--- src/rtl/mcs_pkg.sv ---
package mcs_pkg;

  // Slot layout: read slots first, write slots one stride further on.
  function automatic int unsigned slot_of(input int unsigned win,
                                          input logic is_wr,
                                          input int unsigned stride);
    return is_wr ? win + stride : win;
  endfunction

  // Half of the configuration word addressed by a sequence step.
  function automatic logic [15:0] half_of(input logic [31:0] word,
                                          input logic low_half);
    return low_half ? word[15:0] : word[31:16];
  endfunction

endpackage

--- src/rtl/mcs_ctrl.sv ---
module mcs_ctrl #(
  parameter int DW = 16,
  localparam int CW = 2 * DW
) (
  input  logic          clk,
  input  logic          rst_n,
  input  logic          cfg_acc,
  input  logic          wr,
  input  logic [DW-1:0] wdata,
  input  logic          win_acc,
  output logic [CW-1:0] cfg_q,
  output logic          pending_q,
  output logic [DW-1:0] cfg_rdata,
  output logic          warn
);

  logic have_addr_q;
  logic pair_done;
  logic consume;

  assign pair_done = cfg_acc && have_addr_q;
  assign consume   = win_acc && pending_q;
  assign warn      = pair_done && pending_q;
  assign cfg_rdata = have_addr_q ? cfg_q[DW-1:0] : cfg_q[CW-1:DW];

  always_ff @(posedge clk) begin
    if (!rst_n) begin
      cfg_q       <= '0;
      have_addr_q <= 1'b0;
      pending_q   <= 1'b0;
    end else if (cfg_acc) begin
      if (!have_addr_q) begin
        have_addr_q <= 1'b1;
        if (wr) cfg_q[CW-1:DW] <= wdata;
      end else begin
        have_addr_q <= 1'b0;
        pending_q   <= 1'b1;
        if (wr) cfg_q[DW-1:0] <= wdata;
      end
    end else if (consume) begin
      pending_q   <= 1'b0;
      have_addr_q <= 1'b0;
    end
  end

  a_r4_pending_holds: assert property (@(posedge clk) disable iff (!rst_n)
    (pending_q && !win_acc) |=> pending_q);
  a_r4_consume_clears: assert property (@(posedge clk) disable iff (!rst_n)
    (pending_q && win_acc && !cfg_acc) |=> (!pending_q && !have_addr_q));
  a_r7_warn_needs_pending: assert property (@(posedge clk) disable iff (!rst_n)
    warn |-> (pending_q && cfg_acc));
  a_r2_addr_half_loads: assert property (@(posedge clk) disable iff (!rst_n)
    (cfg_acc && wr && !have_addr_q) |=> (cfg_q[CW-1:DW] == $past(wdata)));
  a_r3_read_keeps_word: assert property (@(posedge clk) disable iff (!rst_n)
    (cfg_acc && !wr) |=> $stable(cfg_q));

endmodule

--- src/rtl/mcs_slots.sv ---
module mcs_slots #(
  parameter int DW   = 16,
  parameter int NWIN = 5,
  localparam int CW     = 2 * DW,
  localparam int STRIDE = NWIN + 1,
  localparam int NSLOT  = 2 * STRIDE,
  localparam int SELW   = $clog2(NWIN + 1)
) (
  input  logic            clk,
  input  logic            rst_n,
  input  logic            win_acc,
  input  logic            wr,
  input  logic [SELW-1:0] sel,
  input  logic            pending,
  input  logic [CW-1:0]   cfg,
  output logic            capture,
  output logic            prog,
  output logic [CW-1:0]   slot_word
);
  import mcs_pkg::*;

  logic [CW-1:0] slot_q [NSLOT];
  int unsigned   idx;
  logic [CW-1:0] eff;

  assign capture = win_acc && pending;

  always_comb begin
    idx = slot_of(32'(sel), wr, STRIDE);
    if (idx >= NSLOT) idx = 0;
    eff = capture ? cfg : slot_q[idx];
  end

  assign prog      = win_acc && (eff != '0);
  assign slot_word = win_acc ? eff : '0;

  always_ff @(posedge clk) begin
    if (!rst_n) begin
      for (int i = 0; i < NSLOT; i++) slot_q[i] <= '0;
    end else if (capture) begin
      slot_q[idx] <= cfg;
    end
  end

  a_r5_capture_stored: assert property (@(posedge clk) disable iff (!rst_n)
    capture |=> (slot_q[$past(idx)] == $past(cfg)));
  a_r8_prog_only_on_window: assert property (@(posedge clk) disable iff (!rst_n)
    prog |-> win_acc);
  a_r5_capture_only_on_window: assert property (@(posedge clk) disable iff (!rst_n)
    capture |-> win_acc);

endmodule

--- src/rtl/mcs_raw.sv ---
module mcs_raw #(
  parameter int DW   = 16,
  parameter int NWIN = 5,
  localparam int SELW = $clog2(NWIN + 1)
) (
  input  logic            clk,
  input  logic            rst_n,
  input  logic            win_acc,
  input  logic            wr,
  input  logic            prog,
  input  logic [SELW-1:0] sel,
  input  logic [DW-1:0]   wdata,
  output logic [DW-1:0]   rdata
);

  logic [DW-1:0] raw_q [NWIN];
  logic [SELW-1:0] sidx;
  logic            do_wr;

  assign sidx  = (32'(sel) < NWIN) ? sel : '0;
  assign do_wr = win_acc && wr && !prog;
  assign rdata = (win_acc && !prog) ? raw_q[sidx] : '0;

  always_ff @(posedge clk) begin
    if (!rst_n) begin
      for (int i = 0; i < NWIN; i++) raw_q[i] <= '0;
    end else if (do_wr) begin
      raw_q[sidx] <= wdata;
    end
  end

  a_r9_prog_write_keeps_raw: assert property (@(posedge clk) disable iff (!rst_n)
    (win_acc && wr && prog) |=> (raw_q[$past(sidx)] == $past(raw_q[sidx])));
  a_r9_raw_write_lands: assert property (@(posedge clk) disable iff (!rst_n)
    do_wr |=> (raw_q[$past(sidx)] == $past(wdata)));

endmodule

--- src/rtl/mem_cfg_sequencer.sv ---
module mem_cfg_sequencer #(
  parameter int DW   = 16,
  parameter int NWIN = 5,
  localparam int CW   = 2 * DW,
  localparam int SELW = $clog2(NWIN + 1)
) (
  input  logic            clk,
  input  logic            rst_n,
  input  logic            acc_valid,
  input  logic            acc_wr,
  input  logic [SELW-1:0] acc_sel,
  input  logic [DW-1:0]   acc_wdata,
  output logic [DW-1:0]   acc_rdata,
  output logic            acc_prog,
  output logic [CW-1:0]   acc_slot,
  output logic            cfg_capture,
  output logic            cfg_unused_warn,
  output logic            cfg_pending,
  output logic [CW-1:0]   cfg_word
);

  localparam logic [SELW-1:0] CFG_SEL = SELW'(NWIN);

  logic          win_acc;
  logic          cfg_acc;
  logic [DW-1:0] cfg_rdata;
  logic [DW-1:0] raw_rdata;

  assign win_acc = acc_valid && (32'(acc_sel) < NWIN);
  assign cfg_acc = acc_valid && (acc_sel == CFG_SEL);

  mcs_ctrl #(.DW(DW)) u_ctrl (
    .clk(clk), .rst_n(rst_n), .cfg_acc(cfg_acc), .wr(acc_wr),
    .wdata(acc_wdata), .win_acc(win_acc), .cfg_q(cfg_word),
    .pending_q(cfg_pending), .cfg_rdata(cfg_rdata), .warn(cfg_unused_warn)
  );

  mcs_slots #(.DW(DW), .NWIN(NWIN)) u_slots (
    .clk(clk), .rst_n(rst_n), .win_acc(win_acc), .wr(acc_wr),
    .sel(acc_sel), .pending(cfg_pending), .cfg(cfg_word),
    .capture(cfg_capture), .prog(acc_prog), .slot_word(acc_slot)
  );

  mcs_raw #(.DW(DW), .NWIN(NWIN)) u_raw (
    .clk(clk), .rst_n(rst_n), .win_acc(win_acc), .wr(acc_wr),
    .prog(acc_prog), .sel(acc_sel), .wdata(acc_wdata), .rdata(raw_rdata)
  );

  always_comb begin
    acc_rdata = '0;
    if (acc_valid && !acc_wr) begin
      if (cfg_acc)      acc_rdata = cfg_rdata;
      else if (win_acc) acc_rdata = raw_rdata;
    end
  end

  a_r10_idle_no_events: assert property (@(posedge clk) disable iff (!rst_n)
    (!win_acc && !cfg_acc) |-> (!cfg_capture && !cfg_unused_warn && !acc_prog));
  a_r10_idle_keeps_word: assert property (@(posedge clk) disable iff (!rst_n)
    (!win_acc && !cfg_acc) |=> ($stable(cfg_word) && $stable(cfg_pending)));

endmodule

--- config.mk ---
export PLATFORM = sky130hd
export DESIGN_NAME = mem_cfg_sequencer
export DESIGN_NICKNAME = d
export VERILOG_FILES = /design/src/rtl/mcs_pkg.sv /design/src/rtl/mcs_ctrl.sv /design/src/rtl/mcs_slots.sv /design/src/rtl/mcs_raw.sv /design/src/rtl/mem_cfg_sequencer.sv
export SDC_FILE = /design/constraint.sdc
export NUM_CORES = 1
export LEC_CHECK = 0
export ABC_AREA = 1
export BUFFER_PORTS_ARGS = -buffer_cell sky130_fd_sc_hd__buf_2
export CAP_MARGIN = 10
export CORE_ASPECT_RATIO = 0.7
export CORE_MARGIN = 2
export CORE_UTILIZATION = 47
export DETAILED_ROUTE_END_ITERATION = 10
export PLACE_DENSITY = 0.59
export SETUP_SLACK_MARGIN = 0.1
export SYNTH_ARGS = -nofsm -noshare
export SYNTH_HDL_FRONTEND = slang
export SYNTH_SLANG_ARGS = --single-unit
--- constraint.sdc ---
create_clock -name clk -period 9.9 [get_ports clk]
set_clock_uncertainty 0.1 [all_clocks]
set_input_delay 0.99 -clock clk [delete_from_list [all_inputs] [get_ports clk]]
set_output_delay 0.99 -clock clk [all_outputs]
set_load 0.03 [all_outputs]
==> impl_metrics.ini <==
[sta]
max_freq_ghz = 0.134
setup_viol = 0
finalHoldViolCount = 0
worst_slew_margin_rel_pct = 17.4
final_max_slew_viol_count = 0
fin_crit_ns = 7.44
grt_setup_unrepaired = no
min_period_over_period_pct = 75.2
whs_ns = 0.437
tightestPinTransition_ns = 1.23
tns_ns = 0

[finish]
nets = 3039
n_antenna_cell = 0
design_area_um2 = 32700
seqCellArea_um2 = 19300
synthToLayoutAreaGrowth_pct = 10.6
multiInputGateArea_um2 = 8840
fin_cells = 3878
final_util_pct = 52.8
layout-drive-gt1-share_pct = 11.2
fillerInstances = 5598

[clocking]
holdBufCountCts = 0
cts_root_buf = clkbuf_16
htreeDepth = 2
post_cts_buffers = 0
cts.repair.resized = 0
cts_tree = yes
clk_pin_slew_worst_paths_ns = 0.07
cts.sinks = 654
clk_path_buf_depth = 3
insertion_delay_ns = 0.64
cts_buffers = 61

[die]
coreArea_um2 = 61900
die-area_um2 = 65000
rows = 76
pin_count = 107
start_util_pct = 47.8
die_w_um = 304
die_h_um = 214

[synth]
synth_simple_gate_area_share_pct = 23.0
synth_area_leaders = edfxtp_1 (63%), nor2_1 (7.9%), nand2_1 (7.1%)
synth_top_family_by_area = simple AND/OR/NAND/NOR gates
ys_warn_count = 0
synthMuxAreaShare_pct = 0.508
synth-edff-count = 620
yosysMostFrequentCell = nor2_1
synth_flop_cell = edfxtp_1
synth_area_um2 = 29600
synth_common_cells = nor2_1 (625), edfxtp_1 (620), nand2_1 (562)
synth_adder_area_share_pct = 0.254
syn_inst = 2997
synth_compound_area_share_pct = 5.70
synth_top_area_share_pct = 63.0
synth_seq_area_share_pct = 65.3
async_reset_ff_share_pct = 0
synth_cell_types = 34
syn_avg_cell_area_um2 = 9.87
synthXorXnorAreaFrac_pct = 0
ys_ff_latch = 654
yosys.area.top_type = edfxtp_1

[global_routing]
grt_overflow_total = 0
grt_max_degree = 136
grt_pass1_vias = 21256
grt_pass1_wl_um = 142000
antenna_found_initial = 0
grtUsageTotal_pct = 29.5

[setup_path]
crit_fanout = 49
crit_type = in2out
end_kind = output port
worstPathRequired_ns = 8.81
cp.arrival_ns = 6.35
critPathLaunchType = input port

[place]
numPortBuffers = 106
placed_cells = 3765
hpwlAfterDp_um = 58700
place_area_um2 = 30700
place.gp.congestion = 0.961

[power_and_ir_drop]
p_clk_share_pct = 38.4
p_int_mw = 4.51
seqPwrFrac_pct = 51.4
power_density_nw_per_um2 = 185
switching_power_mw = 1.54
leakage_nw = 12.2
switching_share_pct = 25.5
ir_drop_mv = 0.127
comb_power_share_pct = 10.3

[routing]
drt_wl_total_um = 96500
drc_errors = 0
vias_per_cell = 5.87
wl_per_cell_um = 24.9
vias = 22767
final_antenna_net_count = 0
drtIter0Drc = 3287
drtPass1Iterations = 7

[run]
maxCapViolCount = 0

[outcome]
status = finished clean

[hold_path]
hold_path.class = reg2reg
==> cells by family (layout without fill, tap and decap cells) <==
group / after synthesis / in the layout
simple gates: 1620 / 1620
flops: 654 / 654
buf+inv: 386 / 437
compound gates: 315 / 315
mux: 15 / 15
fa+ha+maj: 6 / 6
other cells: 1 / 12
==> sequential cells by signal, summed over array words and instances, names as in the netlist <==
name and flops:
u_raw.raw_q 108, u_ctrl.pending_q 1, u_ctrl.have_addr_q 1, u_slots.slot_q 512, u_ctrl.cfg_q 32
==> area by class of cell <==
| type | count | share of cell area (%) |
|---|---|---|
| Clock buffer | 87 | 5.47 |
| Clock inverter | 25 | 0.448 |
| Inverter | 167 | 1.93 |
| Multi-Input combinational cell | 1968 | 27.1 |
| Sequential cell | 654 | 59.0 |
| Tap cell | 819 | 3.13 |
| Timing Repair Buffer | 158 | 2.94 |
==> placed cells by master (no fill, tap or decap), drive strengths merged, types with 16 or more instances in the layout <==
cell | synthesis | layout
nor2 | 638 | 638
edfxtp | 620 | 620
nand2 | 563 | 563
nand3 | 346 | 346
o21ai | 194 | 194
inv | 165 | 167
buf | 69 | 158
clkbuf | 150 | 87
a21oi | 81 | 81
or2 | 51 | 51
dfxtp | 34 | 34
clkinv | 2 | 23
nand4 | 19 | 19
a22oi | 16 | 16
==> final timing paths <==
| kind | start | end | slack [ns] | cells past startpoint |
|---|---|---|---|---|
| setup / recovery | acc_sel[2] | acc_rdata[3] | 2.46 | 21 |
| hold / removal | u_ctrl.pending_q$_SDFFE_PN0P_ | u_ctrl.pending_q$_SDFFE_PN0P_ | 0.44 | 2 |
| setup reg to reg | u_ctrl.pending_q$_SDFFE_PN0P_ | u_raw.raw_q[1][11]$_SDFFCE_PN0P_ | 4.78 | 13 |
| hold reg to reg | u_ctrl.pending_q$_SDFFE_PN0P_ | u_ctrl.pending_q$_SDFFE_PN0P_ | 0.44 | 2 |
==> stage by stage <==
| stage | setup slack [ns] | power, mW |
|---|---|---|
| 6_report | 2.46 | 6.05 |
| 5_1_grt | 2.14 | 6.23 |
| 4_1_cts | 2.54 | 6.07 |
| 3_5_place_dp | 2.36 | 3.78 |
| 3_3_place_gp | 2.52 | 3.77 |
| 2_1_floorplan | 4.55 | 3.55 |
==> power groups by stage <==
stage | combinational, mW | sequential (mW) | clock [mW]
floorplan | 0.391 | 3.16 | 0
global placement | 0.606 | 3.17 | 0
detailed placement | 0.609 | 3.17 | 0
CTS | 0.611 | 3.11 | 2.35
global route | 0.671 | 3.11 | 2.44
finish | 0.623 | 3.11 | 2.32
==> per-layer routing <==
layer	vias up	GRT usage, %	wire length, µm
li1	10126	-	-
met1	11141	44.4	41200
met2	1374	43.3	41000
met3	126	6.79	12400
met4	0	7.07	1940
met5	-	0	0
==> worst max-delay path: stages <==
cell and delay [ns]:
buf_2 0.19, inv_1 0.10, ha_1 0.27, o21ai_0 0.61, ha_1 0.42, inv_2 0.11, nand3_4 0.56, buf_4 0.59
nand3_1 0.19, nand3_1 0.13, nand3_1 0.10, nand3_1 0.12, nand2_1 0.07, nor2_1 0.11, nand2_1 0.11, nor2_1 0.18
nand2_1 0.19, nor2_4 0.60, nand3_1 0.17, a21oi_1 0.22, buf_2 0.25
Power figures use the tool's default switching activity.
